--- src/rtl/ard_pkg.sv ---
// Shared types and constant tables for the audio clock ratio detector.
// Assumes the legal ratio set is fixed at ten entries in ascending order.
package ard_pkg;

    localparam int NUM_RATIOS = 10;
    localparam int IDX_W      = 4;

    typedef enum logic [1:0] {
        SPD_SINGLE = 2'd0,
        SPD_DOUBLE = 2'd1,
        SPD_QUAD   = 2'd2
    } speed_e;

    // Master-clock cycles per frame for each ratio index.
    function automatic int ratio_of(input int idx);
        case (idx)
            0: return 64;
            1: return 96;
            2: return 128;
            3: return 192;
            4: return 256;
            5: return 384;
            6: return 512;
            7: return 768;
            8: return 1024;
            default: return 1152;
        endcase
    endfunction

    // Whether a ratio index is legal in a given speed class.
    function automatic logic mode_allows(input speed_e m, input int idx);
        case (m)
            SPD_SINGLE: return (idx >= 4);
            SPD_DOUBLE: return (idx >= 2) && (idx <= 6);
            default:    return (idx <= 4);
        endcase
    endfunction

endpackage

--- src/rtl/ard_sync_rise.sv ---
// Two-flop synchronizer with a rising-edge pulse on the synchronized signal.
// Assumes the input toggles slower than half the sampling clock.
module ard_sync_rise (
    input  logic clk,
    input  logic rst_n,
    input  logic din,
    output logic rise
);
    logic [2:0] stage;

    // Shift the input through two sync flops plus one history flop.
    always_ff @(posedge clk) begin
        if (!rst_n) stage <= '0;
        else        stage <= {stage[1:0], din};
    end

    assign rise = stage[1] & ~stage[2];
endmodule

--- src/rtl/ard_span_counter.sv ---
// Counts sampling-clock cycles spanned by SPAN consecutive rise pulses.
// The first rise after reset only arms the counter, so no partial span is
// reported. The count saturates at its all-ones value.
module ard_span_counter #(
    parameter int CNT_W = 16,
    parameter int SPAN  = 1
) (
    input  logic             clk,
    input  logic             rst_n,
    input  logic             rise,
    output logic [CNT_W-1:0] span_cnt,
    output logic             done,
    output logic             valid
);
    localparam int K_W = (SPAN > 1) ? $clog2(SPAN) : 1;
    localparam logic [K_W-1:0]   K_LAST = K_W'(SPAN - 1);
    localparam logic [CNT_W-1:0] SAT    = '1;

    logic             armed;
    logic [K_W-1:0]   k;
    logic [CNT_W-1:0] run;
    logic [CNT_W-1:0] run_inc;

    assign run_inc = (run == SAT) ? run : run + 1'b1;

    // Track rises in the current span and capture its length on the last one.
    always_ff @(posedge clk) begin
        if (!rst_n) begin
            armed    <= 1'b0;
            k        <= '0;
            run      <= '0;
            span_cnt <= '0;
            done     <= 1'b0;
            valid    <= 1'b0;
        end else begin
            done <= 1'b0;
            if (rise && !armed) begin
                armed <= 1'b1;
                k     <= '0;
                run   <= CNT_W'(1);
            end else if (rise && k == K_LAST) begin
                span_cnt <= run;
                done     <= 1'b1;
                valid    <= 1'b1;
                k        <= '0;
                run      <= CNT_W'(1);
            end else if (rise) begin
                k   <= k + 1'b1;
                run <= run_inc;
            end else begin
                run <= run_inc;
            end
        end
    end

    // once a span has been measured the result stays valid
    a_r2_span_valid_sticky: assert property (@(posedge clk) disable iff (!rst_n)
        valid |=> valid);

    // a completed span is always triggered by a rise pulse
    a_r2_done_after_rise: assert property (@(posedge clk) disable iff (!rst_n)
        done |-> $past(rise));
endmodule

--- src/rtl/ard_classify.sv ---
// Combinational classifier: matches a frame period against the legal ratios
// and picks the speed class from the absolute master-clock count.
// Assumes TOL is small enough that at most one ratio matches.
module ard_classify
    import ard_pkg::*;
#(
    parameter int CNT_W     = 16,
    parameter int TOL       = 2,
    parameter int FRAMES_SD = 19,
    parameter int FRAMES_DQ = 38,
    parameter int MCLK_MAX  = 17000
) (
    input  logic [CNT_W-1:0] period,
    input  logic [CNT_W-1:0] meas,
    output logic             hit,
    output logic [IDX_W-1:0] idx,
    output speed_e           mode,
    output logic             supported
);
    logic [NUM_RATIOS-1:0] hits;

    // One tolerance window comparator per legal ratio.
    for (genvar g = 0; g < NUM_RATIOS; g++) begin : g_match
        localparam int RATIO = ratio_of(g);
        assign hits[g] = (int'(period) + TOL >= RATIO) && (int'(period) <= RATIO + TOL);
    end

    // Encode the matching ratio and derive mode and support from it.
    always_comb begin
        int sel_ratio;
        int m;
        idx = '0;
        for (int i = 0; i < NUM_RATIOS; i++) begin
            if (hits[i]) idx = IDX_W'(i);
        end
        hit       = |hits;
        sel_ratio = ratio_of(int'(idx));
        m         = int'(meas);
        if (m >= sel_ratio * FRAMES_DQ)      mode = SPD_QUAD;
        else if (m >= sel_ratio * FRAMES_SD) mode = SPD_DOUBLE;
        else                                 mode = SPD_SINGLE;
        supported = hit && mode_allows(mode, int'(idx)) && (m <= MCLK_MAX);
    end
endmodule

--- src/rtl/audio_rate_detect.sv ---
// Audio clock ratio and speed-mode detector, master clock domain.
// Assumes the frame clock is synchronous to the master clock and the
// reference clock runs below half the master clock frequency.
module audio_rate_detect
    import ard_pkg::*;
#(
    parameter int CNT_W      = 16,
    parameter int REF_WINDOW = 4096,
    parameter int TOL        = 2,
    parameter int FRAMES_SD  = 19,
    parameter int FRAMES_DQ  = 38,
    parameter int MCLK_MAX   = 17000
) (
    input  logic       clk_mclk,
    input  logic       rst_n,
    input  logic       frame_clk,
    input  logic       ref_clk,
    output logic [3:0] ratio_code,
    output logic [1:0] speed_mode,
    output logic       locked,
    output logic       ratio_err,
    output logic       unsupported
);
    localparam int CLS_W = IDX_W + 2;

    logic             frame_rise, ref_rise;
    logic [CNT_W-1:0] period, meas;
    logic             period_done, period_ok, meas_done, meas_ok;
    logic             hit, supported;
    logic [IDX_W-1:0] idx;
    speed_e           mode;
    logic [CLS_W-1:0] cur_cls, prev_cls;
    logic             prev_ok;

    ard_sync_rise u_frame_sync (.clk(clk_mclk), .rst_n(rst_n), .din(frame_clk), .rise(frame_rise));
    ard_sync_rise u_ref_sync   (.clk(clk_mclk), .rst_n(rst_n), .din(ref_clk),   .rise(ref_rise));

    ard_span_counter #(.CNT_W(CNT_W), .SPAN(1)) u_period (
        .clk(clk_mclk), .rst_n(rst_n), .rise(frame_rise),
        .span_cnt(period), .done(period_done), .valid(period_ok));

    ard_span_counter #(.CNT_W(CNT_W), .SPAN(REF_WINDOW)) u_window (
        .clk(clk_mclk), .rst_n(rst_n), .rise(ref_rise),
        .span_cnt(meas), .done(meas_done), .valid(meas_ok));

    ard_classify #(.CNT_W(CNT_W), .TOL(TOL), .FRAMES_SD(FRAMES_SD),
                   .FRAMES_DQ(FRAMES_DQ), .MCLK_MAX(MCLK_MAX)) u_cls (
        .period(period), .meas(meas), .hit(hit), .idx(idx),
        .mode(mode), .supported(supported));

    assign cur_cls = {idx, mode};

    // Update flags and codes once per frame period, filtering lock over two periods.
    always_ff @(posedge clk_mclk) begin
        if (!rst_n) begin
            ratio_code  <= '0;
            speed_mode  <= '0;
            locked      <= 1'b0;
            ratio_err   <= 1'b0;
            unsupported <= 1'b0;
            prev_cls    <= '0;
            prev_ok     <= 1'b0;
        end else if (period_done && period_ok && meas_ok && !meas_done) begin
            if (!hit) begin
                ratio_err   <= 1'b1;
                unsupported <= 1'b0;
                locked      <= 1'b0;
                prev_ok     <= 1'b0;
            end else begin
                ratio_err   <= 1'b0;
                unsupported <= !supported;
                ratio_code  <= idx;
                speed_mode  <= mode;
                locked      <= supported && prev_ok && (cur_cls == prev_cls);
                prev_cls    <= cur_cls;
                prev_ok     <= supported;
            end
        end
    end

    // lock never coexists with either fault flag
    a_r3_lock_clears_flags: assert property (@(posedge clk_mclk) disable iff (!rst_n)
        locked |-> (!ratio_err && !unsupported));

    // the two fault flags are mutually exclusive
    a_r7_flags_exclusive: assert property (@(posedge clk_mclk) disable iff (!rst_n)
        !(ratio_err && unsupported));

    // the speed code never takes the spare value
    a_r4_mode_legal: assert property (@(posedge clk_mclk) disable iff (!rst_n)
        speed_mode != 2'd3);

    // codes hold while lock stays high
    a_r9_codes_hold: assert property (@(posedge clk_mclk) disable iff (!rst_n)
        ($past(locked) && locked) |-> ($stable(ratio_code) && $stable(speed_mode)));

    // lock rises only onto the classification already reported
    a_r9_rise_consistent: assert property (@(posedge clk_mclk) disable iff (!rst_n)
        $rose(locked) |-> ($stable(ratio_code) && $stable(speed_mode)));
endmodule

--- config.mk ---
export PLATFORM = sky130hd
export DESIGN_NAME = audio_rate_detect
export DESIGN_NICKNAME = d
export VERILOG_FILES = /design/src/rtl/ard_pkg.sv /design/src/rtl/ard_sync_rise.sv /design/src/rtl/ard_span_counter.sv /design/src/rtl/ard_classify.sv /design/src/rtl/audio_rate_detect.sv
export SDC_FILE = /design/constraint.sdc
export NUM_CORES = 1
export LEC_CHECK = 0
export CORE_UTILIZATION = 55
export CTS_BUF_LIST = sky130_fd_sc_hd__clkbuf_16
export DETAILED_ROUTE_END_ITERATION = 6
export GPL_ROUTABILITY_DRIVEN = 0
export PLACE_DENSITY = 0.81
export SLEW_MARGIN = 30
export SYNTH_ARGS = -nofsm -noshare
export SYNTH_HDL_FRONTEND = slang
export SYNTH_SLANG_ARGS = --single-unit
--- constraint.sdc ---
create_clock -name clk_mclk -period 6.07 [get_ports clk_mclk]
set_input_delay 1.214 -clock clk_mclk [delete_from_list [all_inputs] [get_ports clk_mclk]]
set_output_delay 1.214 -clock clk_mclk [all_outputs]
set_load 0.01 [all_outputs]
* After elaboration in Yosys (flattened, before gate mapping)
Memories as Yosys holds them, arrays and structs flattened. Cells that the tools add are included.
Operators by class: add/sub/neg operators 5, $mul 2, magnitude comparators 27, equal/unequal tests 7, mux-type cells 24, bitwise logic cells 8, reduce and logical (&&, ||, !) cells 35
Operators by type and width (number):
- >= comparator 17 x 32 -> 1 bit | 2
- >= comparator 32 x 10 -> 1 bit (second input constant) | 2
- >= comparator 32 x 11 -> 1 bit (second input constant) | 2
- >= comparator 32 x 12 -> 1 bit (second input constant) | 2
- >= comparator 32 x 9 -> 1 bit (second input constant) | 2
- adder 16 x 1 -> 16 bit (second input constant) | 2
- == test 16 bit (second input constant) | 2
- >= comparator 32 x 8 -> 1 bit (second input constant) | 1
- <= comparator 16 x 10 -> 1 bit (second input constant) | 2
- <= comparator 16 x 11 -> 1 bit (second input constant) | 2
- <= comparator 16 x 7 -> 1 bit (second input constant) | 2
- <= comparator 16 x 8 -> 1 bit (second input constant) | 2
- <= comparator 16 x 9 -> 1 bit (second input constant) | 2
- multiplier 32 x 6 -> 31 bit (second input constant) | 1
- multiplier 32 x 6 -> 32 bit (second input constant) | 1
- logical AND 1 bit | 22
- adder 16 x 2 -> 17 bit (second input constant) | 1
- >= comparator 17 x 7 -> 1 bit (second input constant) | 1
- <= comparator 16 x 15 -> 1 bit (second input constant) | 1
- two-way mux 1 bit | 14
- adder 12 x 1 -> 12 bit (second input constant) | 1
- == test 12 bit (second input constant) | 1
- two-way mux 3 bit | 4
- OR reduction 10 bit | 1
- other kinds (17) | 35
Storage, ports and cells: flip-flop bits (word level) 105, memory bits (read-only) 96, word-level logic and storage cells 132, memories 1
Memory list:
- (no name shown) | depth 16, bits a word 6, read ports 1, clocked after memory_dff 0, wr ports 0, RTL line ard_pkg.sv:16 | case (idx)

* Logic depth before layout (Yosys ltp)
An unclocked memory read counts as a cell.
word-level depth 24, depth in mapped cells 33, gate-level depth less buffers 31

* Cells and area by module
A second synthesis with hierarchy kept.
Unflattened totals: cells, all modules 697, area, all modules 5997.0 um2
Modules (own cells, without submodules):
- ard_span_counter at u_window | times used 1, cells an instance 229, area an instance 2080.7 um2, sequential area each 940.9 um2
- ard_classify | times used 1, cells an instance 228, area an instance 1786.7 um2, sequential area each 0.0 um2
- ard_span_counter at u_period | times used 1, cells an instance 173, area an instance 1460.2 um2, sequential area each 720.7 um2
- audio_rate_detect | times used 1, cells an instance 53, area an instance 484.2 um2, sequential area each 200.2 um2
- ard_sync_rise | times used 2, cells an instance 7, area an instance 92.6 um2, sequential area each 60.1 um2

* Least setup slack after synthesis
No wires, ideal clock.
kind reg-to-reg, from register u_period.span_cnt[1], to register locked, setup time 0.074 ns, arrival 6.250 ns, data required time 5.996 ns, path slack -0.254 ns, cell stages (with the launch flop) 31, path buffers 2, period minus slack after synthesis 6.324 ns, path through dfxtp_1 > ha_1 > clkbuf_2 > nand3_1 > or4_1 > a2111oi_0 > nand3_1 > a22o_1 > buf_6 > inv_1 > and2_1 > a21boi_0 > ha_1 > inv_1 > fa_1 > inv_1 > ha_1 > a21oi_1 > a21boi_0 > o21ai_0 > nand2b_1 > xnor2_1 > ha_1 > a21o_1 > a21o_1 > a21oi_1 > o21ai_0 > nor3_1 > a211oi_1 > or4_1 > o22ai_2
RTL lines:
- start: declaration | RTL line ard_span_counter.sv:11 | output logic [CNT_W-1:0] span_cnt,
- start signal: assignment | RTL line ard_span_counter.sv:42 | span_cnt <= run;
- adder 16 x 2 -> 17 bit | RTL line ard_classify.sv:25 | assign hits[g] = (int'(period) + TOL >= RATIO) && (int'(period) <= RATIO + TOL);
- >= comparator 32 x 12 -> 1 bit | RTL line ard_classify.sv:25
- logical AND 1 bit | RTL line ard_classify.sv:25
- two-way mux 4 bit | RTL line ard_classify.sv:34 | if (hits[i]) idx = IDX_W'(i);
- two-way mux 4 bit (*) | RTL line ard_classify.sv:34
- named net idx[3] | RTL line audio_rate_detect.sv:30 | logic [IDX_W-1:0] idx;
- memory (16 x 6 bit)
- multiplier 32 x 6 -> 32 bit | RTL line ard_classify.sv:40 | else if (m >= sel_ratio * FRAMES_SD) mode = SPD_DOUBLE;
- >= comparator 17 x 32 -> 1 bit | RTL line ard_classify.sv:40
- two-way mux 1 bit | RTL line ard_classify.sv:40
- two-way mux 2 bit | RTL line ard_classify.sv:39 | if (m >= sel_ratio * FRAMES_DQ) mode = SPD_QUAD;
- == test 2 x 1 -> 1 bit or zero test 2 bit (tied branches) | RTL line ard_pkg.sv:32 | case (m)
- one-hot mux 1 bit (2 select lines) | RTL line ard_pkg.sv:32
- logical AND 1 bit (2 in series) | RTL line ard_classify.sv:42 | supported = hit && mode_allows(mode, int'(idx)) && (m <= MCLK_MAX);
- logical AND 1 bit | RTL line audio_rate_detect.sv:74 | locked <= supported && prev_ok && (cur_cls == prev_cls);
- logical AND 1 bit (*) | RTL line audio_rate_detect.sv:74
- two-way mux 1 bit (*) | RTL line audio_rate_detect.sv:64 | if (!hit) begin
- end signal: assignment | RTL line audio_rate_detect.sv:74
- end: declaration | RTL line audio_rate_detect.sv:20 | output logic locked,
Mark *: on every way through the listed nets, which the timed path passes. The rest lies on a longest branch. A chain may end at the register's enable or synchronous reset.

* Worst setup path after layout
from register u_period.span_cnt[13], to register locked
Between the ends: cells in the longest elaborated chain, start to end 24
Ends and longest elaborated chain (RTL line):
- adder 16 x 2 -> 17 bit | ard_classify.sv:25
- >= comparator 32 x 8 -> 1 bit | ard_classify.sv:25
- logical AND 1 bit | ard_classify.sv:25
- two-way mux 1 bit | ard_classify.sv:34
- two-way mux 2 bit (2 in series) | ard_classify.sv:34
- two-way mux 3 bit (4 in series) | ard_classify.sv:34
- two-way mux 4 bit (2 in series) | ard_classify.sv:34
- memory (16 x 6 bit)
- multiplier 32 x 6 -> 32 bit | ard_classify.sv:40
- >= comparator 17 x 32 -> 1 bit | ard_classify.sv:40
- two-way mux 1 bit | ard_classify.sv:40
- two-way mux 2 bit | ard_classify.sv:39
- == test 2 x 1 -> 1 bit or zero test 2 bit (tied branches) | ard_pkg.sv:32
- one-hot mux 1 bit (2 select lines) | ard_pkg.sv:32
- logical AND 1 bit (2 in series) | ard_classify.sv:42
- logical AND 1 bit (2 in series) | audio_rate_detect.sv:74
- two-way mux 1 bit (*) | audio_rate_detect.sv:64
Mark *: on every way between the ends. The rest lies on a longest branch, timed or not.

==> impl_metrics.py <==
metrics = {
    "detailed_routing": {
        "post_drt_via_cell_ratio": 5.99,
        "drc": 0,
        "drtIter0Drc": 359,
        "routedWlPerCell_um": 15.7,
        "drtPass1Iterations": 5,
        "vias": 5682,
        "totalWireLength_um": 14900,
        "ant_nets": 0,
    },
    "synth": {
        "synth_top_area_cell": "dfxtp_1",
        "synth-async-reset-ratio": 0,
        "synth-seq-cells": 99,
        "synth-simple-area-share": 0.273,
        "synth_compound_area_frac": 0.173,
        "synth_area_per_cell_um2": 8.19,
        "synth_cell_types": 80,
        "synthCells": 754,
        "synth_top_family_by_area": "simple AND/OR/NAND/NOR gates",
        "synth_area_um2": 6170,
        "synth_fp_nets": 801,
        "synth_warnings": 0,
        "ys_seq_area_frac": 0.321,
        "synth_fa_ha_area_frac": 0.0924,
        "ys_top_cells_by_area": "dfxtp_1 32%, ha_1 8.1%, nand2_1 6.6%, a21boi_0 4.1%, xor2_1 3.8%",
        "synth_top_area_frac": 0.321,
        "synth_flop_cell": "dfxtp_1",
        "synth.area.mux_share": 0.0213,
        "synth_xor_area_frac": 0.0553,
        "synth-edff-count": 0,
    },
    "clock_network": {
        "cts.htree.levels": 3,
        "clockBufferDepth": 2,
        "numCtsBuffers": 9,
        "clock_latency_ns": 0.35,
        "clk_pin_slew_ns": 0.07,
        "cts_root_buf": "clkbuf_16",
        "cts_hold_buf": 0,
        "cts_tree": "built",
        "cts.sinks": 99,
    },
    "sta": {
        "min_period_ns": 6.06,
        "rsz0062_at_grt": "true",
        "skew_ns": 0.00863,
        "setup_slack_ns": 0.0129,
        "fmax_mhz": 165,
        "finalCritPeriodShare": 0.998,
        "setup_viol_count_final": 0,
        "report.final.slew_viol_count": 0,
        "max_slew_margin": 0.607,
        "worst_pin_slew_ns": 0.589,
        "final.setup.tns_ns": 0,
        "hold_viol_final": 0,
    },
    "layout": {
        "final_common_cell": "nand2_1",
        "finalNetCount": 850,
        "final_cell_mix": "108 x nand2_1, 94 x dfxtp_1, 61 x nor2_1, 61 x buf_4",
        "layout-drive-gt1-share": 0.191,
        "fin_area_um2": 7360,
        "syn_to_final_growth_pct": 19.2,
        "antenna_cells": 0,
        "post-route-util": 0.676,
    },
    "critical_path": {
        "slowest_stage": "fa_1",
        "cp-end-kind": "register",
        "critPathLaunchType": "register",
        "critical-path-max-stage-delay_ns": 0.55,
        "cp_data_arrival_time_ns": 6.34,
        "worstSetupPathType": "reg2reg",
        "critPathRequiredTime_ns": 6.35,
        "critPathMaxFanout": 4,
    },
    "floorplanning": {
        "num_io_pins": 13,
        "die_h_um": 108,
        "design.core.area_um2": 10900,
        "rows": 38,
        "die_area_um2": 11700,
        "die_w_um": 108,
        "initial_utilization": 0.567,
    },
    "pwr": {
        "p_per_area_nw_per_um2": 171,
        "vdd_drop_max_v": 0.000172,
        "power.leakage_uw": 0.00289,
    },
    "min_path": {
        "hold_class": "reg2reg",
    },
    "place": {
        "place_area_um2": 6700,
        "dp_slack_ns": -0.251,
        "hpwl_um": 10600,
        "port-buffer-count": 12,
    },
    "global_routing": {
        "grt_overflow": 0,
        "grt_pass1_wl_um": 24000,
        "grt_max_degree": 61,
        "antenna_found_initial": 0,
        "grt_pass1_vias": 5418,
        "grt.total_usage": 0.257,
    },
    "job": {
        "maxCapViolations": 0,
    },
    "outcome": {
        "status": "finished clean",
    },
}
## sequential cells by signal, summed over array words and instances, names as in the netlist, 3 cells and up
signal,cells
ratio_code,4
u_window.k,12
u_window.run,16
u_frame_sync.stage,3
u_period.run,16
u_period.span_cnt,16
u_window.span_cnt,16
u_ref_sync.stage,3
## synth_stat cells, drive strengths merged, types with 12 or more instances
library cell and number:
a21boi 35, a21oi 32, and2 14, and3 17, clkbuf 27, dfxtp 99, ha 40, inv 34
mux2i 12, nand2 109, nand3 35, nand4 17, nor2 63, nor3 13, o21ai 22, xnor2 12
xor2 27
## logic make-up after synthesis
kind of cell | after synthesis
buf+inv | 72
simple gates | 334
xor+xnor | 39
flops | 99
compound gates | 152
other cells | 1
fa+ha+maj | 44
mux | 13
## where the power goes
group	internal, uW	total, uW	switching, uW
sequential	655	661	6.00
clock	318	565	247
combinational	13.7	33.0	19.3
total	986	1260	272
## worst paths after layout
| kind | from | endpoint | slack, ns | cells after the start |
|---|---|---|---|---|
| worst max register to register | u_period.span_cnt[13] | locked | 0.01 | 28 |
| worst min-delay path | u_ref_sync.stage[0] | u_ref_sync.stage[1] | 0.44 | 1 |
| worst min register to register | u_ref_sync.stage[0] | u_ref_sync.stage[1] | 0.44 | 1 |
| worst max-delay path | u_period.span_cnt[13] | locked | 0.01 | 28 |
## timing repair
action	4_1_cts	5_1_grt
resized for setup	18	52
buffers inserted	2	5
pin swaps	5	30
gates cloned	0	0
setup endpoints to repair	4	4
## metrics by stage
step | hold slack [ns] | instances | power, uW
final | 0.436 | 948 | 1260
after global routing | 0.465 | 948 | 1300
after CTS | 0.441 | 943 | 1270
after detailed placement | 0.426 | 925 | 709
after global placement | 0.414 | 925 | 707
after floorplan | 0.412 | 754 | 700
## worst max-delay path, delay by kind of cell (launching register included)
kind | cells | cell delay (ns)
simple gates | 9 | 2.35
buf+inv | 3 | 0.27
flops | 1 | 0.32
compound gates | 11 | 1.54
fa+ha+maj | 4 | 1.37
xor+xnor | 1 | 0.14
## layout make-up
type / count / area [um2]
clock buffer: 9 / 225
inverter: 34 / 128
sequential: 99 / 1990
fill: 810 / 3530
timing repair buffer: 76 / 621
multi-input combinational: 583 / 4150
clock inverter: 7 / 67.6
tap: 140 / 175
## layer usage
| layer | track usage | vias up | part of all wire |
|---|---|---|---|
| met5 | 0 | - | 0 |
| met4 | 0.107 | 0 | 0.018 |
| met3 | 0.0482 | 23 | 0.046 |
| met2 | 0.441 | 181 | 0.50 |
| met1 | 0.316 | 2714 | 0.44 |
| li1 | - | 2764 | - |
Power figures use the tool's default switching activity.
